## config.mk

```make
export PLATFORM = sky130hd
export DESIGN_NAME = tdmtx_mux
export DESIGN_NICKNAME = d
export VERILOG_FILES = /design/src/rtl/tdmtx_pkg.sv /design/src/rtl/tdmtx_rst_sync.sv /design/src/rtl/tdmtx_table.sv /design/src/rtl/tdmtx_seq.sv /design/src/rtl/tdmtx_bitgen.sv /design/src/rtl/tdmtx_mux.sv
export SDC_FILE = /design/constraint.sdc
export NUM_CORES = 1
export LEC_CHECK = 0
export BUFFER_PORTS_ARGS = -buffer_cell sky130_fd_sc_hd__buf_2
export CORE_MARGIN = 2
export CORE_UTILIZATION = 30
export CTS_CLUSTER_SIZE = 28
export DETAILED_ROUTE_END_ITERATION = 10
export PLACE_DENSITY = 0.47
export SYNTH_ARGS = -nofsm -noshare
export SYNTH_HDL_FRONTEND = slang
export SYNTH_SLANG_ARGS = --single-unit
```

## constraint.sdc

```tcl
create_clock -name clk -period 16.9 [get_ports clk]
set_input_delay 0.845 -clock clk [delete_from_list [all_inputs] [get_ports clk]]
set_output_delay 0.845 -clock clk [all_outputs]
set_load 0.03 [all_outputs]
```

## src/rtl/tdmtx_pkg.sv

```systemverilog
package tdmtx_pkg;
  localparam int PTR_W   = 6;
  localparam int MASK_W  = 8;
  localparam int ENT_W   = 2 + PTR_W + MASK_W;
  localparam int BIT_W   = $clog2(MASK_W);
  localparam int BASE_W  = 12;
  localparam int BASE_LO = BASE_W - PTR_W;

  typedef struct packed {
    logic              vld;
    logic              wrp;
    logic [PTR_W-1:0]  ptr;
    logic [MASK_W-1:0] mask;
  } slot_ent_t;
endpackage

```

## src/rtl/tdmtx_rst_sync.sv

```systemverilog
module tdmtx_rst_sync (
  input  logic clk,
  input  logic rst_n_in,
  output logic rst_n_out
);
  logic meta_q;
  logic sync_q;

  always_ff @(posedge clk or negedge rst_n_in) begin
    if (!rst_n_in) begin
      meta_q <= 1'b0;
      sync_q <= 1'b0;
    end else begin
      meta_q <= 1'b1;
      sync_q <= meta_q;
    end
  end

  assign rst_n_out = sync_q;
endmodule

```

## src/rtl/tdmtx_table.sv

```systemverilog
module tdmtx_table
  import tdmtx_pkg::*;
#(
  parameter int DEPTH = 32,
  localparam int AW = $clog2(DEPTH)
) (
  input  logic             clk,
  input  logic             rst_n,
  input  logic             wr_en,
  input  logic [AW-1:0]    wr_addr,
  input  logic [ENT_W-1:0] wr_data,
  input  logic [AW-1:0]    rd_addr,
  output slot_ent_t        rd_ent
);
  logic [ENT_W-1:0] mem [DEPTH];

  for (genvar g = 0; g < DEPTH; g++) begin : g_ent
    logic             ce;
    logic [ENT_W-1:0] q;

    assign ce = wr_en && (wr_addr == AW'(g));

    always_ff @(posedge clk or negedge rst_n) begin
      if (!rst_n) begin
        q <= '0;
      end else if (ce) begin
        q <= wr_data;
      end
    end

    assign mem[g] = q;
  end

  assign rd_ent = slot_ent_t'(mem[rd_addr]);


  table_write_chk: assert property (@(posedge clk) disable iff (!rst_n)
    wr_en |=> mem[$past(wr_addr)] == $past(wr_data));
endmodule

```

## src/rtl/tdmtx_seq.sv

```systemverilog
module tdmtx_seq
  import tdmtx_pkg::*;
#(
  parameter int DEPTH = 32,
  localparam int AW = $clog2(DEPTH)
) (
  input  logic             clk,
  input  logic             rst_n,
  input  logic             bit_en,
  input  logic             fsync,
  input  logic             cur_wrap,
  output logic             cur_act,
  output logic [AW-1:0]    cur_idx,
  output logic [BIT_W-1:0] cur_bit
);
  logic             run_q,  run_d;
  logic [AW-1:0]    idx_q,  idx_d;
  logic [BIT_W-1:0] bit_q,  bit_d;
  logic             start;
  logic             last_bit;

  always_comb begin
    start    = bit_en && fsync;
    cur_act  = start || run_q;
    cur_idx  = start ? '0 : idx_q;
    cur_bit  = start ? '0 : bit_q;
    last_bit = (cur_bit == BIT_W'(MASK_W - 1));

    run_d = run_q;
    idx_d = idx_q;
    bit_d = bit_q;
    if (bit_en && cur_act) begin
      if (last_bit) begin
        bit_d = '0;
        if (cur_wrap) begin
          run_d = 1'b0;
          idx_d = '0;
        end else begin
          run_d = 1'b1;
          idx_d = (cur_idx == AW'(DEPTH - 1)) ? '0 : AW'(cur_idx + 1'b1);
        end
      end else begin
        run_d = 1'b1;
        idx_d = cur_idx;
        bit_d = BIT_W'(cur_bit + 1'b1);
      end
    end
  end

  always_ff @(posedge clk or negedge rst_n) begin
    if (!rst_n) begin
      run_q <= 1'b0;
      idx_q <= '0;
      bit_q <= '0;
    end else if (bit_en) begin
      run_q <= run_d;
      idx_q <= idx_d;
      bit_q <= bit_d;
    end
  end


  restart_chk: assert property (@(posedge clk) disable iff (!rst_n)
    bit_en && fsync |=> run_q && (idx_q == '0) && (bit_q == BIT_W'(1)));


  wrap_stop_chk: assert property (@(posedge clk) disable iff (!rst_n)
    bit_en && cur_act && last_bit && cur_wrap |=> !run_q);


  table_roll_chk: assert property (@(posedge clk) disable iff (!rst_n)
    bit_en && cur_act && last_bit && !cur_wrap && (cur_idx == AW'(DEPTH - 1))
    |=> run_q && (idx_q == '0));
endmodule

```

## src/rtl/tdmtx_bitgen.sv

```systemverilog
module tdmtx_bitgen
  import tdmtx_pkg::*;
(
  input  logic              clk,
  input  logic              rst_n,
  input  logic              bit_en,
  input  logic              cur_act,
  input  slot_ent_t         ent,
  input  logic [BIT_W-1:0]  cur_bit,
  input  logic              req_ready,
  input  logic              req_data,
  output logic              req_valid,
  output logic [PTR_W-1:0]  req_chan,
  output logic [BASE_W-1:0] req_addr,
  output logic              tx_out,
  output logic              tx_oe,
  output logic              underrun
);
  logic [BIT_W-1:0] mpos;
  logic             bit_used;
  logic             out_d, oe_d, und_d;

  always_comb begin
    mpos      = BIT_W'(MASK_W - 1) - cur_bit;
    bit_used  = cur_act && ent.vld && ent.mask[mpos];
    req_valid = bit_en && bit_used;
    req_chan  = ent.ptr;
    req_addr  = {ent.ptr, {BASE_LO{1'b0}}};

    out_d = 1'b1;
    oe_d  = 1'b0;
    und_d = 1'b0;
    if (cur_act && ent.vld) begin
      oe_d = 1'b1;
      if (bit_used) begin
        if (req_ready) begin
          out_d = req_data;
        end else begin
          und_d = 1'b1;
        end
      end
    end
  end

  always_ff @(posedge clk or negedge rst_n) begin
    if (!rst_n) begin
      tx_out   <= 1'b1;
      tx_oe    <= 1'b0;
      underrun <= 1'b0;
    end else if (bit_en) begin
      tx_out   <= out_d;
      tx_oe    <= oe_d;
      underrun <= und_d;
    end
  end


  underrun_chk: assert property (@(posedge clk) disable iff (!rst_n)
    req_valid && !req_ready |=> underrun && tx_out && tx_oe);


  data_pass_chk: assert property (@(posedge clk) disable iff (!rst_n)
    req_valid && req_ready |=> (tx_out == $past(req_data)) && tx_oe && !underrun);


  release_high_chk: assert property (@(posedge clk) disable iff (!rst_n)
    !tx_oe |-> tx_out && !underrun);


  hold_chk: assert property (@(posedge clk) disable iff (!rst_n)
    !bit_en |=> $stable(tx_out) && $stable(tx_oe) && $stable(underrun));
endmodule

```

## src/rtl/tdmtx_mux.sv

```systemverilog
module tdmtx_mux
  import tdmtx_pkg::*;
#(
  parameter int NUM_SLOTS = 32,
  localparam int AW = $clog2(NUM_SLOTS)
) (
  input  logic              clk,
  input  logic              rst_n,
  input  logic              tbl_we,
  input  logic [AW-1:0]     tbl_addr,
  input  logic [ENT_W-1:0]  tbl_wdata,
  input  logic              bit_en,
  input  logic              fsync,
  output logic              req_valid,
  output logic [PTR_W-1:0]  req_chan,
  output logic [BASE_W-1:0] req_addr,
  input  logic              req_ready,
  input  logic              req_data,
  output logic              tx_out,
  output logic              tx_oe,
  output logic              underrun
);
  logic             rst_sync_n;
  logic             cur_act;
  logic [AW-1:0]    cur_idx;
  logic [BIT_W-1:0] cur_bit;
  slot_ent_t        cur_ent;

  tdmtx_rst_sync u_rst (
    .clk       (clk),
    .rst_n_in  (rst_n),
    .rst_n_out (rst_sync_n)
  );

  tdmtx_table #(.DEPTH(NUM_SLOTS)) u_table (
    .clk     (clk),
    .rst_n   (rst_sync_n),
    .wr_en   (tbl_we),
    .wr_addr (tbl_addr),
    .wr_data (tbl_wdata),
    .rd_addr (cur_idx),
    .rd_ent  (cur_ent)
  );

  tdmtx_seq #(.DEPTH(NUM_SLOTS)) u_seq (
    .clk      (clk),
    .rst_n    (rst_sync_n),
    .bit_en   (bit_en),
    .fsync    (fsync),
    .cur_wrap (cur_ent.wrp),
    .cur_act  (cur_act),
    .cur_idx  (cur_idx),
    .cur_bit  (cur_bit)
  );

  tdmtx_bitgen u_bitgen (
    .clk       (clk),
    .rst_n     (rst_sync_n),
    .bit_en    (bit_en),
    .cur_act   (cur_act),
    .ent       (cur_ent),
    .cur_bit   (cur_bit),
    .req_ready (req_ready),
    .req_data  (req_data),
    .req_valid (req_valid),
    .req_chan  (req_chan),
    .req_addr  (req_addr),
    .tx_out    (tx_out),
    .tx_oe     (tx_oe),
    .underrun  (underrun)
  );


  req_strobe_chk: assert property (@(posedge clk) disable iff (!rst_sync_n)
    req_valid |-> bit_en);


  idle_quiet_chk: assert property (@(posedge clk) disable iff (!rst_sync_n)
    !cur_act |-> !req_valid);
endmodule

```

==> results.toml <==
[power]
switching_power_w = 0.00107
p_sw_share_pct = 28.7
power.internal_w = 0.00265
p_leak_nw = 12.0
p_clk_share_pct = 34.9
vdd_ir_drop_max_uv = 77.6
p_seq_share_pct = 44.1
combPwrFrac_pct = 21.1
p_per_area_nw_per_um2 = 134

[synth]
synthFlopType = "dfrtp_1"
synth_edf_count = 0
yosysWarningCount = 0
synthCells = 1827
syn_area_um2 = 24700
yosysSeqAreaShare_pct = 53.3
postSynthAreaPerCell_um2 = 13.5
synth-async-reset-ratio_pct = 100
ys_ff_latch = 526
synth.distinct_cells = 67

[floorplan]
die_width_um = 291
fp-row-count = 105
fp.coreArea_um2 = 81800
dieArea_um2 = 84700
dieHeight_um = 291
start_util_pct = 30.2
io_pins = 50

[worst_setup_path]
startpoint_type = "register"
r2r_slack_ps = 12640
critPathCaptureType = "output pin"
crit_chain = "buf_4, buf_4, mux4_2, a211oi_1, a21oi_1, a211oi_1, o32ai_1, nor3_1, a2111oi_4, buf_2"
worst-path-stages = 10
reg2reg_to = "u_bitgen.underrun"
cp_slowest_cell = "buf_4"
path_max_fanout = 54
regToRegStartpoint = "u_seq.idx_q[2]"
crit_required_ps = 16060
worst_path_largest_cell_delay_ps = 760
crit_start = "u_seq.idx_q[2]"
crit_buf_inv = 3
cp_top_family = "buffers and inverters"
crit_end = "req_valid"
arrival_ps = 4920
critical_path_class = "register to output pin"
ff2ff_path_depth = 10

[place]
place_ws_ps = 11440
routabilityCongestion = 0.849
dp_hpwl_um = 44800
io_buffers = 43

[clock_tree]
cts_made_buffers = 58
clk_latency_ps = 630
cts_sinks = 526
clock_path_buffers = 3
cts_root_buf = "clkbuf_16"
tritoncts = "yes"
path_clk_slew_ps = 60
htree_levels = 2

[status]
status = "finished clean"

[drt]
vias_per_cell = 5.31
wl_per_cell_um = 25.7
routed_wl_um = 74700
antenna_left = 0
first_pass_iters = 5
drt-initial-drc-count = 1047
via_count = 15400
drc_errors = 0

[sta]
rsz0062_at_grt = "false"
fin_crit_sh_pct = 34.1
setup_slack_ps = 11140
fmax_mhz = 174
setup_viol = 0
hold_violations = 0
fin_crit_ps = 5760
setup_tns_ps = 0
worst_slew_pin_slew_ps = 1240
finalClockSkew_ps = 19.2
timing.max_slew.rel_slack_pct = 17.4
maxSlewViolCount = 0

[cells_and_area]
largest-register = "u_table.g_ent.q"
fillers = 8006
final_common_cell = "mux2_2"
top_regs = "u_table.g_ent.q (512), u_seq.idx_q (5), u_seq.bit_q (3)"
drive_gt1_share_pct = 43.9
fin_nets = 1825
largest_register_ffs = 512
n_antenna_cell = 0
final_cell_mix = "mux2_2, dfrtp_1, nand2_1, mux2i_1, clkbuf_16"
area_growth_pct = 12.6

[min_path]
holdCritPathClass = "register to register"

[global_route]
grt_max_degree = 169
grt_pass1_wl_um = 112000
antenna_found_initial = 3
grt_usage_pct = 17.7
grt_overflow_total = 0
grt_pass1_vias = 16100

[run]
cap_viol_max_count = 0
-- timing repair --
action / in CTS / in global routing
hold buffers: 1 / 0
hold endpoints to repair: 2 / 0
resized for setup: 0 / 0
setup buffers: 0 / 0
-- worst register-to-register path, delay by kind of cell (launching register included) --
kind	cells	cell delay, ps
compound gates	6	1650
simple gates	1	140
flops	1	720
mux	1	410
buf+inv	2	1290
-- synth_stat cells, types with 15 or more instances --
library cell,number,area [um2]
inv_1,15,56.3
o21ai_0,42,210
clkbuf_1,118,443
o221ai_1,27,236
a221oi_1,16,140
o211ai_1,22,165
dfrtp_1,525,13100
mux4_2,50,1130
mux2_2,540,6080
nor2b_1,18,113
a211oi_1,17,128
buf_2,28,140
mux2i_1,62,621
a21oi_1,27,135
buf_4,22,165
nand2_1,97,364
nor2_1,32,120
-- area by class of cell --
cell class              count  area (um2)  share of cell area, %
clock inverters            24         244                  0.877
inverters                  16        60.1                  0.216
repair buffers             84         538                   1.93
flip-flops and latches    526       13200                   47.4
clock buffers              82        1710                   6.15
well taps                1070        1340                   4.81
multi-input cells        1107       10700                   38.6
-- worst min-delay path by stage --
stage	cells after the start	endpoint	start	slack (ps)
after global placement	0	u_rst.rst_n_out	u_rst.meta_q	340
after detailed placement	0	u_rst.rst_n_out	u_rst.meta_q	340
after global routing	2	u_bitgen.tx_out	req_ready	370
after CTS	0	u_rst.rst_n_out	u_rst.meta_q	360
after floorplan	0	u_rst.rst_n_out	u_rst.meta_q	330
final	0	u_rst.rst_n_out	u_rst.meta_q	350
-- metrics by stage --
stage                     std cells  cell area (um2)  util (%)  total power (W)  hold WS (ps)
after global placement         2802            25900      31.6          0.00243           341
after floorplan                1832            24700         -          0.00224           331
after global routing           2909            27800      34.0          0.00391           371
final                          2909            27800      34.0          0.00372           350
after detailed placement       2802            25900      31.6          0.00245           339
after CTS                      2909            27800      34.0          0.00377           357
-- power groups by stage --
stage | registers (W) | clock network [W] | logic, W
5_1_grt | 0.00167 | 0.00139 | 0.000852
2_1_floorplan | 0.00163 | 0 | 0.000606
3_3_place_gp | 0.00165 | 0 | 0.000779
4_1_cts | 0.00164 | 0.00134 | 0.000793
3_5_place_dp | 0.00166 | 0 | 0.000791
6_report | 0.00164 | 0.00130 | 0.000784
-- per-layer routing --
metal / global-route usage [%] / vias to the layer above / part of all wire (%)
li1: - / 6651 / -
met1: 23.9 / 8287 / 45
met2: 29.3 / 385 / 48
met3: 2.78 / 112 / 4.6
met4: 4.98 / 4 / 2.6
met5: 0 / - / 0.031
-- kinds of logic after synthesis --
| logic type | after synthesis | synth area share, % |
|---|---|---|
| buf+inv | 199 | 3.74 |
| flops | 526 | 53.3 |
| compound gates | 242 | 7.24 |
| simple gates | 201 | 3.75 |
| mux | 653 | 31.7 |
| other cells | 2 | 0.0304 |
| fa+ha+maj | 4 | 0.203 |
Note: power is estimated with default switching activity, not from simulation.
